File: src/rtl/dwin_pkg.sv
package dwin_pkg;

    localparam int DADDR_W    = 16;              // core data address width
    localparam int MAP_W      = 16;              // window-control register width
    localparam int WIN_W      = 14;              // 16 KB window offset bits
    localparam int IPAGE_W    = 4;               // instruction page select bits
    localparam int UPAGE_W    = 3;               // page inside a unified segment
    localparam int SEG_W      = 7;               // unified segment number bits
    localparam int NUM_SEGS   = 1 << SEG_W;
    localparam int OFS_W      = WIN_W + IPAGE_W; // widest physical offset
    localparam int MAP_IMEM_BIT = 12;
    localparam int MAP_SEG_LSB  = UPAGE_W;
    localparam logic [DADDR_W-5:0] IO_QUIET_BLK = 12'hFF0;

    typedef enum logic [1:0] {
        TGT_DRAM = 2'd0,
        TGT_IO   = 2'd1,
        TGT_IMEM = 2'd2,
        TGT_UMEM = 2'd3
    } tgt_e;

    function automatic tgt_e classify(input logic [DADDR_W-1:0] a, input logic imem_sel);
        if (!a[DADDR_W-1])
            return TGT_DRAM;
        else if (a[DADDR_W-2])
            return TGT_IO;
        else if (imem_sel)
            return TGT_IMEM;
        else
            return TGT_UMEM;
    endfunction

    function automatic logic [SEG_W-1:0] map_seg(input logic [MAP_W-1:0] m);
        return m[MAP_SEG_LSB +: SEG_W];
    endfunction

endpackage

File: src/rtl/dwin_map_reg.sv
module dwin_map_reg
    import dwin_pkg::*;
(
    input  logic             clk,
    input  logic             rst,
    input  logic             wr_en,
    input  logic [MAP_W-1:0] wr_data,
    output logic [MAP_W-1:0] map_q
);
    always_ff @(posedge clk) begin
        if (rst)
            map_q <= '0;
        else if (wr_en)
            map_q <= wr_data;
    end
endmodule

File: src/rtl/dwin_region_dec.sv
module dwin_region_dec
    import dwin_pkg::*;
(
    input  logic [DADDR_W-1:0] addr,
    input  logic               imem_sel,
    output tgt_e               region,
    output logic               io_warn
);
    always_comb begin
        region  = classify(addr, imem_sel);
        io_warn = (region == TGT_IO) && (addr[DADDR_W-1:4] != IO_QUIET_BLK);
    end
endmodule

File: src/rtl/dwin_offset_gen.sv
module dwin_offset_gen
    import dwin_pkg::*;
(
    input  logic [DADDR_W-1:0]  addr,
    input  tgt_e                region,
    input  logic [MAP_W-1:0]    map_q,
    input  logic [NUM_SEGS-1:0] seg_present,
    output logic [SEG_W-1:0]    seg,
    output logic [OFS_W-1:0]    ofs,
    output logic                seg_absent
);
    logic [SEG_W-1:0] sel_seg;
    logic             unused_map_bits;

    assign sel_seg         = map_seg(map_q);
    assign unused_map_bits = ^{map_q[MAP_W-1:MAP_IMEM_BIT], map_q[MAP_SEG_LSB+SEG_W +: 2]};

    always_comb begin
        seg        = '0;
        seg_absent = 1'b0;
        ofs        = {{(OFS_W-DADDR_W){1'b0}}, addr};
        case (region)
            TGT_IMEM: ofs = {map_q[IPAGE_W-1:0], addr[WIN_W-1:0]};
            TGT_UMEM: begin
                seg        = sel_seg;
                seg_absent = !seg_present[sel_seg];
                ofs        = {{(OFS_W-UPAGE_W-WIN_W){1'b0}},
                              map_q[UPAGE_W-1:0], addr[WIN_W-1:0]};
            end
            default: ;
        endcase
    end
endmodule

File: src/rtl/dwin_addr_xlate.sv
module dwin_addr_xlate
    import dwin_pkg::*;
(
    input  logic                clk,
    input  logic                rst,
    input  logic                map_wr_en,
    input  logic [MAP_W-1:0]    map_wr_data,
    output logic [MAP_W-1:0]    map_rd_data,
    input  logic [DADDR_W-1:0]  addr_in,
    input  logic [NUM_SEGS-1:0] seg_present,
    output logic [1:0]          tgt_region,
    output logic [SEG_W-1:0]    tgt_seg,
    output logic [OFS_W-1:0]    tgt_offset,
    output logic                io_warn,
    output logic                seg_absent
);
    logic [MAP_W-1:0] map_q;
    tgt_e             region;

    dwin_map_reg u_map (
        .clk     (clk),
        .rst     (rst),
        .wr_en   (map_wr_en),
        .wr_data (map_wr_data),
        .map_q   (map_q)
    );

    dwin_region_dec u_dec (
        .addr     (addr_in),
        .imem_sel (map_q[MAP_IMEM_BIT]),
        .region   (region),
        .io_warn  (io_warn)
    );

    dwin_offset_gen u_ofs (
        .addr        (addr_in),
        .region      (region),
        .map_q       (map_q),
        .seg_present (seg_present),
        .seg         (tgt_seg),
        .ofs         (tgt_offset),
        .seg_absent  (seg_absent)
    );

    assign map_rd_data = map_q;
    assign tgt_region  = region;
endmodule

File: config.mk
export PLATFORM = sky130hd
export DESIGN_NAME = dwin_addr_xlate
export DESIGN_NICKNAME = d
export VERILOG_FILES = /design/src/rtl/dwin_pkg.sv /design/src/rtl/dwin_map_reg.sv /design/src/rtl/dwin_region_dec.sv /design/src/rtl/dwin_offset_gen.sv /design/src/rtl/dwin_addr_xlate.sv
export SDC_FILE = /design/constraint.sdc
export NUM_CORES = 1
export LEC_CHECK = 0
export BUFFER_PORTS_ARGS = -buffer_cell sky130_fd_sc_hd__buf_2
export CAP_MARGIN = 30
export CORE_AREA = 3 3 79 81
export CTS_CLUSTER_DIAMETER = 120
export DETAILED_ROUTE_END_ITERATION = 7
export DIE_AREA = 0 0 82 84
export HOLD_SLACK_MARGIN = 0.02
export PLACE_DENSITY = 0.9
export SYNTH_ARGS = -nofsm -noshare
export SYNTH_HDL_FRONTEND = slang
export SYNTH_SLANG_ARGS = --single-unit
export TNS_END_PERCENT = 1
File: constraint.sdc
create_clock -name clk -period 4.1 [get_ports clk]
set_clock_uncertainty 0.1 [all_clocks]
set_input_delay 0.82 -clock clk [delete_from_list [all_inputs] [get_ports clk]]
set_output_delay 0.82 -clock clk [all_outputs]
set_load 0.005 [all_outputs]
### Yosys cells after proc, flatten, opt, wreduce, memory -nomap -nowiden

Index checks and enable logic that the tools add are counted.

| word-level totals | value |
|---|---|
| register bits after elaboration | 16 |
| bits of input ports | 163 |
| word-level logic and storage cells | 16 |

| operators by class | value |
|---|---|
| magnitude comparators | 1 |
| eq/ne operators | 4 |
| muxes and demuxes | 8 |
| reductions and logical operators | 2 |

Operators with widths:

| operator | number |
|---|---|
| one-hot mux 18 bit (2 select lines) | 1 |
| != test 12 bit, second input constant | 1 |
| less-than comparator 7 x 8 -> 1 bit, second input constant | 1 |
| binary-select mux 1 bit (select 7 bit) | 1 |
| 2-to-1 mux 7 bit | 1 |
| equality test 2 bit, second input constant | 2 |
| 2-to-1 mux 2 bit | 2 |
| 2-to-1 mux 1 bit | 3 |
| equality test 2 x 1 -> 1 bit, second input constant | 1 |
| logical AND 1 bit | 1 |
| logical NOT 1 bit | 1 |

### Longest topological paths before layout

| depth | value |
|---|---|
| word-level depth | 5 |
| gate-level depth with buffers | 9 |

### Modules after synthesis

From an unflattened synthesis, not the netlist that was laid out.

| second synthesis, totals | value |
|---|---|
| cells, all modules | 182 |
| area total of the unflattened synthesis | 1975.6 sq um |

Modules (own cells, without submodules):

| module | times used | cells each | area each (sq um) | sequential area each (sq um) |
|---|---|---|---|---|
| dwin_offset_gen | 1 | 123 | 1350.0 | 0.0 |
| dwin_map_reg | 1 | 52 | 580.6 | 320.3 |
| dwin_region_dec | 1 | 7 | 45.0 | 0.0 |

### Worst setup path after synthesis

OpenSTA, ideal clock, no wires.

| timing | value |
|---|---|
| kind | input -> output |
| from | input port seg_present[35] |
| to | output port seg_absent |
| arrival | 1944 ps |
| required time | 3180 ps |
| path slack | 1236 ps |
| stages on the path | 5 |
| path buffers | 0 |
| cells stage by stage | mux4_1 mux2_2 nor3b_1 nor4_1 o211ai_2 |

| on the way | value |
|---|---|
| longest elaborated chain between the ends | 4 |

RTL lines:

| what | line | source |
|---|---|---|
| start: declaration | dwin_addr_xlate.sv:10 | `input logic [NUM_SEGS-1:0] seg_present,` |
| binary-select mux 1 bit (select 7 bit) | dwin_offset_gen.sv:26 | `seg_absent = !seg_present[sel_seg];` |
| 2-to-1 mux 1 bit (not written as such) | dwin_offset_gen.sv:26 |  |
| logical NOT 1 bit | dwin_offset_gen.sv:26 |  |
| 2-to-1 mux 1 bit | dwin_offset_gen.sv:22 | `case (region)` |
| end: declaration | dwin_addr_xlate.sv:15 | `output logic seg_absent` |

Every way passes these cells. The select of a mux whose other input is x is not followed.

### Worst setup path after layout

| timing | value |
|---|---|
| from | register u_map.map_q[5] |
| to | output port seg_absent |

| on the way | value |
|---|---|
| longest elaborated chain between the ends | 4 |

RTL lines:

| what | line | source |
|---|---|---|
| start: declaration | dwin_map_reg.sv:8 | `output logic [MAP_W-1:0] map_q` |
| start signal: assignment | dwin_map_reg.sv:14 | `map_q <= wr_data;` |
| binary-select mux 1 bit (select 7 bit) | dwin_offset_gen.sv:26 |  |
| 2-to-1 mux 1 bit (not written as such) | dwin_offset_gen.sv:26 |  |
| logical NOT 1 bit | dwin_offset_gen.sv:26 |  |
| 2-to-1 mux 1 bit | dwin_offset_gen.sv:22 |  |

Every way passes these cells. The select of a mux whose other input is x is not followed.

==> flow_metrics.tcl <==
set metrics [dict create \
    status "finished clean" \
    top_register "u_map.map_q" \
    yosysWarnings 0 \
    grt_max_degree 25 \
    h-tree-depth 1 \
    cp.required_ps 3180 \
    yosysSeqAreaShare_pct 15.4 \
    gr-total-overflow 0 \
    cts_hold_buffers 0 \
    cts_resized 0 \
    p_leak_nw 1.54 \
    max_cap_violations 0 \
    port_buffers 199 \
    clk_pin_slew_ps 60 \
    drive_gt1_share_pct 57.9 \
    synth_nets 377 \
    cp.arrival_ps 2460 \
    dieArea_mm2 0.00689 \
    finalCritPeriodShare_pct 82.5 \
    drt_pass1_iterations 4 \
    clock-root-buffer "clkbuf_8" \
    io_pins 208 \
    synth_cell_types 39 \
    hp-start "u_map.map_q[15]" \
    clockBufferDepth 2 \
    tns_ps 0 \
    drt-initial-drc-count 74 \
    synth.area.top_cells "mux2i_1 19%, mux4_1 16%, dfxtp_1 15%, mux4_2 9.7%, buf_4 7.2%" \
    hold_viol_final 0 \
    netlist.area_leader.share_pct 18.7 \
    num_rows 27 \
    synth_cells 214 \
    wl_met3_um 546 \
    final_cell_mix "199 x buf_2, 39 x mux2i_1, 25 x nor2_1, 16 x nand2_1, 14 x dfxtp_1" \
    tightest_slew_ps 831 \
    routed_via_density 5.24 \
    numClockSinks 16 \
    wire_per_inst_um 17.1 \
    cts_tree "built" \
    slew_viol_final 0 \
    cts_setup_buffers 0 \
    critPathLaunch "u_map.map_q[5]" \
    rr_startpoint "u_map.map_q[3]" \
    startpoint_type "flop" \
    drtAntennaViolNets 0 \
    core_area_mm2 0.00554 \
    vdd.ir_drop.worst_uv 238 \
    syn_avg_cell_area_um2 9.73 \
    die_h_um 84 \
    largest_reg_flops 16 \
    power_density_mw_per_mm2 185 \
    fin_total_pwr_w 0.000559 \
    final_common_cell "buf_2" \
    synth_area_mm2 0.00208 \
    hpwl_um 6670 \
    grt_pass1_wl_um 11700 \
    fin_crit_ps 3380 \
    finalNetCount 551 \
    grt_setup_unrepaired "false" \
    setup_viol_count_final 0 \
    start_util_pct 37.6 \
    yosys.area.top_type "mux2i_1" \
    vias 2409 \
    numCtsBuffers 3 \
    critical_path.max_fanout 15 \
    largestRegisters "u_map.map_q x16" \
    remaining_drc_errors 0 \
    fmax_mhz 296 \
    gp_congestion 0.844 \
    dr_wl_met2_um 4250 \
    track_usage_pct 21.6 \
    routed_wl_um 7860 \
    synth-seq-cells 16 \
    min_path_type "flop to flop" \
    cp-end-kind "primary output" \
    met1_length_um 2920 \
    syn_to_final_growth_pct 45.3 \
    insertion_delay_ps 250 \
    die_width_um 82 \
    maxSlewHeadroom_pct 44.5 \
    critical_path_class "flop to primary output" \
    antenna_found_initial 1 \
    grt_pass1_vias 2473 \
    topRoutingLayerUsed "met4" \
]
-- critical path, stage by stage (launching register included) --
cell	delay, ps
dfxtp_1	750
buf_4	370
nand2b_1	210
o22ai_1	110
o311ai_0	360
o21a_1	190
o211ai_2	70
buf_2	140
-- path summary, 6_finish.rpt --
| path | to | slack, ps | depth (start not counted) |
|---|---|---|---|
| worst max-delay path | seg_absent | 720 | 7 |
| worst min-delay path | u_map.map_q[15] | 390 | 2 |
| worst max register to register | u_map.map_q[3] | 2770 | 3 |
| worst min register to register | u_map.map_q[15] | 390 | 2 |
-- cell type report --
| cell class | instances | area [µm²] |
|---|---|---|
| repair buffers | 203 | 1030 |
| diodes | 1 | 2.50 |
| well taps | 72 | 90.1 |
| clock buffers | 4 | 55.1 |
| fillers | 525 | 2510 |
| multi-input cells | 162 | 1520 |
| inverters | 2 | 7.51 |
| flip-flops and latches | 16 | 323 |
-- through the flow --
stage | setup WS (ps) | utilization, % | cells | area (µm²) | hold WS [ps]
final | 719 | 54.7 | 460 | 3030 | 394
after floorplan | 1240 | - | 214 | 2080 | 385
after CTS | 680 | 54.6 | 459 | 3030 | 397
after global placement | 886 | 53.6 | 455 | 2970 | 372
after detailed placement | 819 | 53.6 | 455 | 2970 | 382
after global routing | 576 | 54.7 | 460 | 3030 | 414
-- logic make-up after synthesis --
family | count (synthesis) | synth area share, %
DFF | 16 | 15.4
buffers and inverters | 36 | 11.5
and+or+nand+nor | 78 | 18.9
muxes | 64 | 46.7
AOI/OAI and AO/OA | 20 | 7.63
-- report_power, final --
group | total [W] | internal (W) | switching, W
combinational | 0.000231 | 0.000141 | 0.0000894
sequential | 0.000191 | 0.000165 | 0.0000259
clock | 0.000137 | 0.0000851 | 0.0000521
total | 0.000559 | 0.000391 | 0.000167
-- routing by layer --
metal / vias to the layer above / GRT usage, %
met3: 10 / 2.38
met4: 0 / 5.14
met2: 128 / 39.9
met5: - / 0
met1: 1115 / 26.0
li1: 1156 / -
-- synthesized netlist by cell type, drive strengths merged --
library cell  instances
nor2                 25
a21o                  1
o311ai                1
mux2                  3
mux2i                39
a32o                  1
a31oi                 4
clkbuf                4
nor3b                 3
a21boi                1
and3                  1
nor2b                 6
inv                   2
nand2b                3
a311oi                1
nor3                  2
a22oi                 4
nor4                  1
o211ai                1
or4                   2
and2                  7
o22ai                 1
o311a                 2
buf                  30
mux4                 22
or3                   1
nand4                 5
o21a                  2
nand3                 6
dfxtp                16
a211oi                1
nand2                16
(Power assumes the default switching activity.)
